File: src/rtl/pario_pkg.sv
// Package: shared field types and register selects for the parallel I/O unit.
// Assumes an 8-bit command word; field positions are fixed by the bus contract.
package pario_pkg;

    // Register selects on address bits 2:0
    localparam logic [2:0] SEL_CMD = 3'd0;
    localparam logic [2:0] SEL_PA  = 3'd1;
    localparam logic [2:0] SEL_PB  = 3'd2;
    localparam logic [2:0] SEL_PC  = 3'd3;

    // Port C mode field (command bits 3:2)
    typedef enum logic [1:0] {
        PCM_INPUT  = 2'b00,
        PCM_OUTPUT = 2'b01,
        PCM_HSK    = 2'b10,
        PCM_HSK_X  = 2'b11
    } pc_mode_e;

    // Decoded command word
    typedef struct packed {
        logic [1:0] tmr_cmd;  // bits 7:6
        logic       inte_b;   // bit 5
        logic       inte_a;   // bit 4
        pc_mode_e   pc_mode;  // bits 3:2
        logic       dir_b;    // bit 1, 1 = output
        logic       dir_a;    // bit 0, 1 = output
    } cmd_word_t;

endpackage

File: src/rtl/pario_cmd_stat.sv
// Module: command register and timer flag.
// Holds the command word written at select 0 and the sticky timer flag.
// The flag sets on a terminal-count pulse and clears after a status read.
// A pulse in the same cycle as the read keeps the flag set.
// Assumes rd_sts and wr_cmd last one cycle per bus access.
module pario_cmd_stat
    import pario_pkg::*;
(
    input  logic      clk,
    input  logic      rst_n,
    input  logic      wr_cmd,
    input  logic      rd_sts,
    input  logic [7:0] wdata,
    input  logic      tc_pulse,
    output cmd_word_t cmd,
    output logic      tmr_flag
);

    // Command register: loaded on a write, cleared by reset
    always_ff @(posedge clk) begin
        if (!rst_n)
            cmd <= '0;
        else if (wr_cmd)
            cmd <= cmd_word_t'(wdata);
    end

    // Timer flag: the set takes priority over the read clear
    always_ff @(posedge clk) begin
        if (!rst_n)
            tmr_flag <= 1'b0;
        else if (tc_pulse)
            tmr_flag <= 1'b1;
        else if (rd_sts)
            tmr_flag <= 1'b0;
    end

    AST_TMR_SET: assert property (@(posedge clk) disable iff (!rst_n)
        tc_pulse |=> tmr_flag);
    AST_TMR_CLR: assert property (@(posedge clk) disable iff (!rst_n)
        (rd_sts && !tc_pulse) |=> !tmr_flag);

endmodule

File: src/rtl/pario_port.sv
// Module: one wide parallel port with basic and strobed handshake modes.
// Input direction: a strobe fall latches the pins and sets buffer full, and
// the strobe rise raises the request if enabled. A bus read clears both flags.
// Output direction: a bus write clears both flags, and the acknowledge rise
// sets buffer full and raises the request if enabled.
// Assumes the strobe pin is already synchronous to clk.
module pario_port #(
    parameter int W = 8
) (
    input  logic         clk,
    input  logic         rst_n,
    input  logic         dir_out,
    input  logic         strobed,
    input  logic         inte,
    input  logic         wr,
    input  logic         rd,
    input  logic [W-1:0] wdata,
    input  logic [W-1:0] pin_in,
    input  logic         stb_n,
    output logic [W-1:0] pin_out,
    output logic [W-1:0] rd_val,
    output logic         bf,
    output logic         irq
);

    logic         stb_q;
    logic         stb_fall;
    logic         stb_rise;
    logic [W-1:0] in_hold;

    // Previous strobe level, used for edge detection
    always_ff @(posedge clk) begin
        if (!rst_n)
            stb_q <= 1'b1;
        else
            stb_q <= stb_n;
    end

    assign stb_fall = stb_q & ~stb_n;
    assign stb_rise = ~stb_q & stb_n;

    // Output latch: any bus write updates it
    always_ff @(posedge clk) begin
        if (!rst_n)
            pin_out <= '0;
        else if (wr)
            pin_out <= wdata;
    end

    // Input holding register: loads on a strobe fall in strobed input mode
    always_ff @(posedge clk) begin
        if (!rst_n)
            in_hold <= '0;
        else if (strobed && !dir_out && stb_fall)
            in_hold <= pin_in;
    end

    // Handshake flags: buffer full and interrupt request
    always_ff @(posedge clk) begin
        if (!rst_n || !strobed) begin
            bf  <= 1'b0;
            irq <= 1'b0;
        end else if (!dir_out) begin
            if (rd) begin
                bf  <= 1'b0;
                irq <= 1'b0;
            end
            if (stb_fall)
                bf <= 1'b1;
            if (stb_rise && bf && inte && !rd)
                irq <= 1'b1;
        end else begin
            if (wr) begin
                bf  <= 1'b0;
                irq <= 1'b0;
            end
            if (stb_rise) begin
                bf <= 1'b1;
                if (inte)
                    irq <= 1'b1;
            end
        end
    end

    // Read value: the latch for output, the held or live pins for input
    always_comb begin
        if (dir_out)
            rd_val = pin_out;
        else if (strobed)
            rd_val = in_hold;
        else
            rd_val = pin_in;
    end

    AST_BF_ON_FALL: assert property (@(posedge clk) disable iff (!rst_n)
        (strobed && !dir_out && stb_fall) |=> bf);
    AST_IRQ_NEEDS_INTE: assert property (@(posedge clk) disable iff (!rst_n)
        $rose(irq) |-> $past(inte));
    AST_RD_CLEARS: assert property (@(posedge clk) disable iff (!rst_n)
        (strobed && !dir_out && rd && !stb_fall) |=> (!bf && !irq));
    AST_WR_CLEARS: assert property (@(posedge clk) disable iff (!rst_n)
        (strobed && dir_out && wr && !stb_rise) |=> (!bf && !irq));
    AST_BASIC_IDLE: assert property (@(posedge clk) disable iff (!rst_n)
        !strobed |=> (!bf && !irq));

endmodule

File: src/rtl/pario_pc_mux.sv
// Module: narrow port C, which runs as plain input, plain output, or handshake lines.
// In handshake mode pins 0/1 drive A's request and buffer full, and pin 2 is A's
// strobe. Pins 3/4/5 do the same for B. The strobes always follow the live
// pins, so entering handshake mode creates no false edge.
module pario_pc_mux
    import pario_pkg::*;
#(
    parameter int PW = 6
) (
    input  logic          clk,
    input  logic          rst_n,
    input  pc_mode_e      mode,
    input  logic          wr,
    input  logic [PW-1:0] wdata,
    input  logic [PW-1:0] pc_in,
    input  logic          irq_a,
    input  logic          bf_a,
    input  logic          irq_b,
    input  logic          bf_b,
    output logic [PW-1:0] pc_out,
    output logic [PW-1:0] pc_oe,
    output logic [PW-1:0] rd_val,
    output logic          stb_a_n,
    output logic          stb_b_n,
    output logic          hsk
);

    localparam int HALF = 3;
    localparam logic [PW-1:0] HSK_OE = PW'(6'b011011);

    logic [PW-1:0] latch_q;

    // Port C output latch: loaded on a bus write
    always_ff @(posedge clk) begin
        if (!rst_n)
            latch_q <= '0;
        else if (wr)
            latch_q <= wdata;
    end

    assign hsk     = mode[1];
    assign stb_a_n = pc_in[2];
    assign stb_b_n = pc_in[HALF + 2];

    // Pin drive values and enables for each mode
    always_comb begin
        pc_out = latch_q;
        pc_oe  = '0;
        unique case (mode)
            PCM_INPUT:  pc_oe = '0;
            PCM_OUTPUT: pc_oe = '1;
            default: begin
                pc_oe  = HSK_OE;
                pc_out = '0;
                pc_out[0]        = irq_a;
                pc_out[1]        = bf_a;
                pc_out[HALF]     = irq_b;
                pc_out[HALF + 1] = bf_b;
            end
        endcase
    end

    // Read value: driven pins read their output, the others read the pin
    always_comb begin
        for (int i = 0; i < PW; i++)
            rd_val[i] = pc_oe[i] ? pc_out[i] : pc_in[i];
    end

    AST_HSK_FLAGS_OUT: assert property (@(posedge clk) disable iff (!rst_n)
        hsk |-> (pc_out[1] == bf_a && pc_out[HALF+1] == bf_b));
    AST_PCIN_NO_DRIVE: assert property (@(posedge clk) disable iff (!rst_n)
        (mode == PCM_INPUT) |-> (pc_oe == '0));

endmodule

File: src/rtl/pario_unit.sv
// Module: top of the parallel I/O unit. It decodes the bus, holds the two wide
// ports, port C and the command/status register, and builds the status byte.
// Assumes one-cycle rd_en/wr_en strobes. rdata is combinational for the
// current address, and read side effects take place at the end of the cycle.
module pario_unit
    import pario_pkg::*;
#(
    parameter int ADDR_W = 8,
    parameter int DW     = 8,
    parameter int PCW    = 6
) (
    input  logic              clk,
    input  logic              rst_n,
    input  logic [ADDR_W-1:0] addr,
    input  logic [DW-1:0]     wdata,
    input  logic              wr_en,
    input  logic              rd_en,
    output logic [DW-1:0]     rdata,
    input  logic [DW-1:0]     pa_in,
    output logic [DW-1:0]     pa_out,
    output logic              pa_oe,
    input  logic [DW-1:0]     pb_in,
    output logic [DW-1:0]     pb_out,
    output logic              pb_oe,
    input  logic [PCW-1:0]    pc_in,
    output logic [PCW-1:0]    pc_out,
    output logic [PCW-1:0]    pc_oe,
    input  logic              tc_pulse,
    output logic [1:0]        timer_cmd
);

    localparam int NPORT = 2;

    logic [2:0]   sel;
    cmd_word_t    cmd;
    logic         tmr_flag;
    logic         hsk;
    logic         stb_a_n;
    logic         stb_b_n;
    logic [PCW-1:0] pc_rd;

    logic [NPORT-1:0]         p_dir;
    logic [NPORT-1:0]         p_inte;
    logic [NPORT-1:0]         p_wr;
    logic [NPORT-1:0]         p_rd;
    logic [NPORT-1:0]         p_stb;
    logic [NPORT-1:0]         p_bf;
    logic [NPORT-1:0]         p_irq;
    logic [NPORT-1:0][DW-1:0] p_in;
    logic [NPORT-1:0][DW-1:0] p_out;
    logic [NPORT-1:0][DW-1:0] p_rdv;

    assign sel = addr[2:0];

    pario_cmd_stat u_cmd (
        .clk      (clk),
        .rst_n    (rst_n),
        .wr_cmd   (wr_en && sel == SEL_CMD),
        .rd_sts   (rd_en && sel == SEL_CMD),
        .wdata    (wdata),
        .tc_pulse (tc_pulse),
        .cmd      (cmd),
        .tmr_flag (tmr_flag)
    );

    // Per-port wiring for the two wide ports
    assign p_dir  = {cmd.dir_b, cmd.dir_a};
    assign p_inte = {cmd.inte_b, cmd.inte_a};
    assign p_wr   = {wr_en && sel == SEL_PB, wr_en && sel == SEL_PA};
    assign p_rd   = {rd_en && sel == SEL_PB, rd_en && sel == SEL_PA};
    assign p_stb  = {stb_b_n, stb_a_n};
    assign p_in   = {pb_in, pa_in};

    for (genvar g = 0; g < NPORT; g++) begin : g_port
        pario_port #(.W(DW)) u_port (
            .clk     (clk),
            .rst_n   (rst_n),
            .dir_out (p_dir[g]),
            .strobed (hsk),
            .inte    (p_inte[g]),
            .wr      (p_wr[g]),
            .rd      (p_rd[g]),
            .wdata   (wdata),
            .pin_in  (p_in[g]),
            .stb_n   (p_stb[g]),
            .pin_out (p_out[g]),
            .rd_val  (p_rdv[g]),
            .bf      (p_bf[g]),
            .irq     (p_irq[g])
        );
    end

    pario_pc_mux #(.PW(PCW)) u_pc (
        .clk     (clk),
        .rst_n   (rst_n),
        .mode    (cmd.pc_mode),
        .wr      (wr_en && sel == SEL_PC),
        .wdata   (wdata[PCW-1:0]),
        .pc_in   (pc_in),
        .irq_a   (p_irq[0]),
        .bf_a    (p_bf[0]),
        .irq_b   (p_irq[1]),
        .bf_b    (p_bf[1]),
        .pc_out  (pc_out),
        .pc_oe   (pc_oe),
        .rd_val  (pc_rd),
        .stb_a_n (stb_a_n),
        .stb_b_n (stb_b_n),
        .hsk     (hsk)
    );

    assign pa_out    = p_out[0];
    assign pb_out    = p_out[1];
    assign pa_oe     = cmd.dir_a;
    assign pb_oe     = cmd.dir_b;
    assign timer_cmd = cmd.tmr_cmd;

    // Read mux: the status byte is built from the flags of both ports
    always_comb begin
        unique case (sel)
            SEL_CMD: rdata = {1'b0, tmr_flag, cmd.inte_b, p_bf[1], p_irq[1],
                              cmd.inte_a, p_bf[0], p_irq[0]};
            SEL_PA:  rdata = p_rdv[0];
            SEL_PB:  rdata = p_rdv[1];
            SEL_PC:  rdata = DW'(pc_rd);
            default: rdata = '0;
        endcase
    end

    AST_STS_BIT7_ZERO: assert property (@(posedge clk) disable iff (!rst_n)
        (sel == SEL_CMD) |-> !rdata[7]);
    AST_HSK_IRQ_PIN: assert property (@(posedge clk) disable iff (!rst_n)
        hsk |-> (pc_out[0] == rdata_irq_a_chk));

    logic rdata_irq_a_chk;
    assign rdata_irq_a_chk = p_irq[0];

endmodule

File: config.mk
export PLATFORM = sky130hd
export DESIGN_NAME = pario_unit
export DESIGN_NICKNAME = d
export VERILOG_FILES = /design/src/rtl/pario_pkg.sv /design/src/rtl/pario_cmd_stat.sv /design/src/rtl/pario_port.sv /design/src/rtl/pario_pc_mux.sv /design/src/rtl/pario_unit.sv
export SDC_FILE = /design/constraint.sdc
export NUM_CORES = 1
export LEC_CHECK = 0
export ABC_CLOCK_PERIOD_IN_PS = 1950
export BUFFER_PORTS_ARGS = -buffer_cell sky130_fd_sc_hd__buf_2
export CAP_MARGIN = 40
export CORE_ASPECT_RATIO = 1.75
export CORE_UTILIZATION = 25
export CTS_CLUSTER_DIAMETER = 100
export DETAILED_ROUTE_END_ITERATION = 12
export HOLD_SLACK_MARGIN = 0.05
export SYNTH_ARGS = -nofsm -noshare
export SYNTH_HDL_FRONTEND = slang
export SYNTH_SLANG_ARGS = --single-unit
File: constraint.sdc
create_clock -name clk -period 1.95 [get_ports clk]
set_input_delay 0.39 -clock clk [delete_from_list [all_inputs] [get_ports clk]]
set_output_delay 0.39 -clock clk [all_outputs]
set_load 0.1 [all_outputs]
==> run metrics <==
Final Max Slew Viols 0; distinct cell type count after synthesis 40; Die X 82.31 um; DRT Pass-1 Iters 4; f_max approximately 0.43 GHz; Critical Path Source Type register; Placed Cells 539; Gate power share a little under a quarter; crit path kind register to output port; Layout area overhead 44.83%; Worst Setup End Kind output port; metal3 WL 472 um; DIE HEIGHT approximately 140 um; root buf cell clkbuf_16; # IOs 83; vias per cell 4.833; total core area about 11000 um2; minimum clock period between 2 and 2.5 ns; VDD IR max around 0.32 mV; top_reg_cell synth dfxtp_1; Routed Antenna Nets 0; worst setup margin -0.3938 ns; diodes inserted 0; worst endpoint data arrival time roughly 2 ns; syn avg cell area between 8 and 9 um2; sequential power share a little over two fifths; wl on met1 about 3400 um; Seq cells post-synth 53; Initial Util between 20% and 30%; Net Sw Frac 30.68%; Max-cap violations 0; Post-CTS Hold Buffers 0; YS warnings 0; met2 WL post-DR about 4700 um; clk_lat worst skew 0.30 ns; failing checks negative setup slack; cell-internal power around 0.0018 W; PortBufs 77; layout cells sized above 1 39.71%; RD Place Congestion around 0.93; gr usage total 15.91%; clock tree sinks 53; Crit path top cell by count buf_12; clock-pin transition on the worst setup and hold timing paths about 0.070 ns; Top Metal Used met4; most frequent cells in the layout nand2_1 (69), buf_2 (59), dfxtp_1 (41), buf_4 (33), mux2i_1 (31); Slew @ Worst Pin roughly 0.5 ns; PwrDens 633.5 nW/um2; status finished, violations left; WL/cell about 16 um; Synth Instances 325; Worst Path Max Fanout 10; row count 51; global-route wire length before repair around 14000 um; Util after Layout 37.02%; Max Root-Sink Buffers 2; dpl hpwl a little over 7000 um; slowest CP cell o211ai_1; worst slack, placed -0.1325 ns; Async SR Flop Fraction 0%; DR vias 2658; final WL approximately 9000 um; biggest cell delay along the critical path just under 0.4 ns; DRC Markers 0; Tot Pwr 0.002589 W; full die area 11730 um2; HP Class input port to register; initial drt markers between 100 and 150; Worst EP required around 1.6 ns; gr ovfl total 0; Final Hold Viols 0; Fillers roughly 1.1k; H-Tree Depth 2; clock power share between 30 and 40%; register area share after synthesis between 30% and 40%; Crit path max-delay family buffers and inverters; Clock Skews 0.009208 ns; Lkg Pwr between 1.5 and 2 nW; CTS tree built; Finished Layout Cells 550; commonest non-fill, non-tap cell in the layout nand2_1; Num CTS Buffers 5; Mapped Nets roughly 370; design area between 4000 and 5000 um2; placed inst area just under 4000 um2; crit path cell chain buf_12 > buf_4 > buf_6 > mux2i_1 > nand2_1 > o21ai_0 > o211ai_1 > buf_12; vias in the first global route ~2.6k; CP Buf/Inv Count 4; nets 460; pin count of the biggest net entering global routing 44; Sw Pwr 0.0007942 W; initial antenna violation count 0; Post-synth EDFFs 0; Setup violations, final 8; RSZ-0062 raised after global routing true; relative slew slack between 60% and 70%; final worst-path cycle share 120.2%; post-synthesis cell area ~2800 um2
[cells by family after synthesis]
kind of cell | share of synthesized area (%)
simple gates | 21.46
flops | 37.61
buf+inv | 6.474
compound gates | 18.05
mux | 16.41
[worst min-delay path: cells and delay by family]
family / cells / cell delay (ns)
AOI/OAI and AO/OA: 1 / 0.04
buffers and inverters: 1 / 0.08
and+or+nand+nor: 1 / 0.10
[through the flow]
| step | hold slack [ns] | TNS [ns] |
|---|---|---|
| finish | 0.3438 | -2.419 |
| CTS | 0.3338 | -2.364 |
| global route | 0.3465 | -2.976 |
| global placement | 0.4430 | -0.6186 |
| detailed placement | 0.4473 | -0.6272 |
| floorplan | 0.4346 | -1.736 |
[final timing paths]
kind / from / to / slack (ns) / depth (start not counted)
max: u_cmd.cmd[3] / rdata[5] / -0.39 / 8
min: tc_pulse / u_cmd.tmr_flag / 0.34 / 3
max reg2reg: u_cmd.cmd[3] / g_port[0].u_port.in_hold[1] / 0.46 / 6
min reg2reg: u_cmd.cmd[7] / u_cmd.cmd[7] / 0.46 / 2
[cell type report]
cell class,instances,area (um2),share of cell area (%)
timing repair buffer,113,945.9,23.15
tap,132,165.2,4.042
clock buffer,6,128.9,3.154
multi-input combinational,240,1732,42.38
inverter,4,18.77,0.4593
clock inverter,2,15.01,0.3674
sequential,53,1081,26.45
[power groups by stage]
| stage | registers [W] | logic, W | clock network [W] |
|---|---|---|---|
| floorplan | 0.00119 | 0.000321 | 0 |
| global placement | 0.00114 | 0.000579 | 0 |
| detailed placement | 0.00114 | 0.000584 | 0 |
| CTS | 0.00111 | 0.000590 | 0.000903 |
| global route | 0.00112 | 0.000624 | 0.000944 |
| finish | 0.00111 | 0.000596 | 0.000878 |
[synth_stat cells, types with 2 or more instances]
library cell / number / area [um2]
a211o_1: 4 / 35.03
clkbuf_1: 9 / 33.78
o211ai_1: 4 / 30.03
nor2b_1: 23 / 143.9
nor2_1: 4 / 15.01
a21oi_1: 11 / 55.05
nor3_1: 2 / 10.01
o21ai_0: 4 / 20.02
o21ai_1: 7 / 35.03
inv_1: 2 / 7.510
nor3b_1: 2 / 15.01
nand2b_1: 3 / 18.77
buf_6: 3 / 33.78
nand2_1: 69 / 259.0
mux2_2: 8 / 90.09
nor4bb_1: 3 / 30.03
a21boi_1: 30 / 225.2
mux2i_1: 35 / 350.3
o22ai_1: 5 / 31.28
nand3_1: 7 / 35.03
buf_2: 8 / 40.04
dfxtp_1: 53 / 1061
a22oi_1: 4 / 30.03
buf_4: 8 / 60.06
mux2_1: 2 / 22.52
[routing by layer]
layer  global-route usage (%)  vias to the layer above
met5                        0                        -
met4                    10.62                        0
met1                    17.57                     1239
met3                    2.756                       29
met2                    26.92                       87
li1                         -                     1303
[timing repair]
item | 4_1_cts | 5_1_grt
buffers inserted | 1 | 3
endpoints found under the setup margin | 9 | 8
pin swaps | 3 | 5
resized for setup | 10 | 6
[state kept, by name, summed over array words and instances, names as in the netlist]
name and count:
u_pc.latch_q 6, g_port.u_port.stb_q 2, g_port.u_port.bf 2, g_port.u_port.pin_out 16
g_port.u_port.in_hold 16, u_cmd.cmd 8, u_cmd.tmr_flag 1, g_port.u_port.irq 2
(Power assumes the default switching activity.)
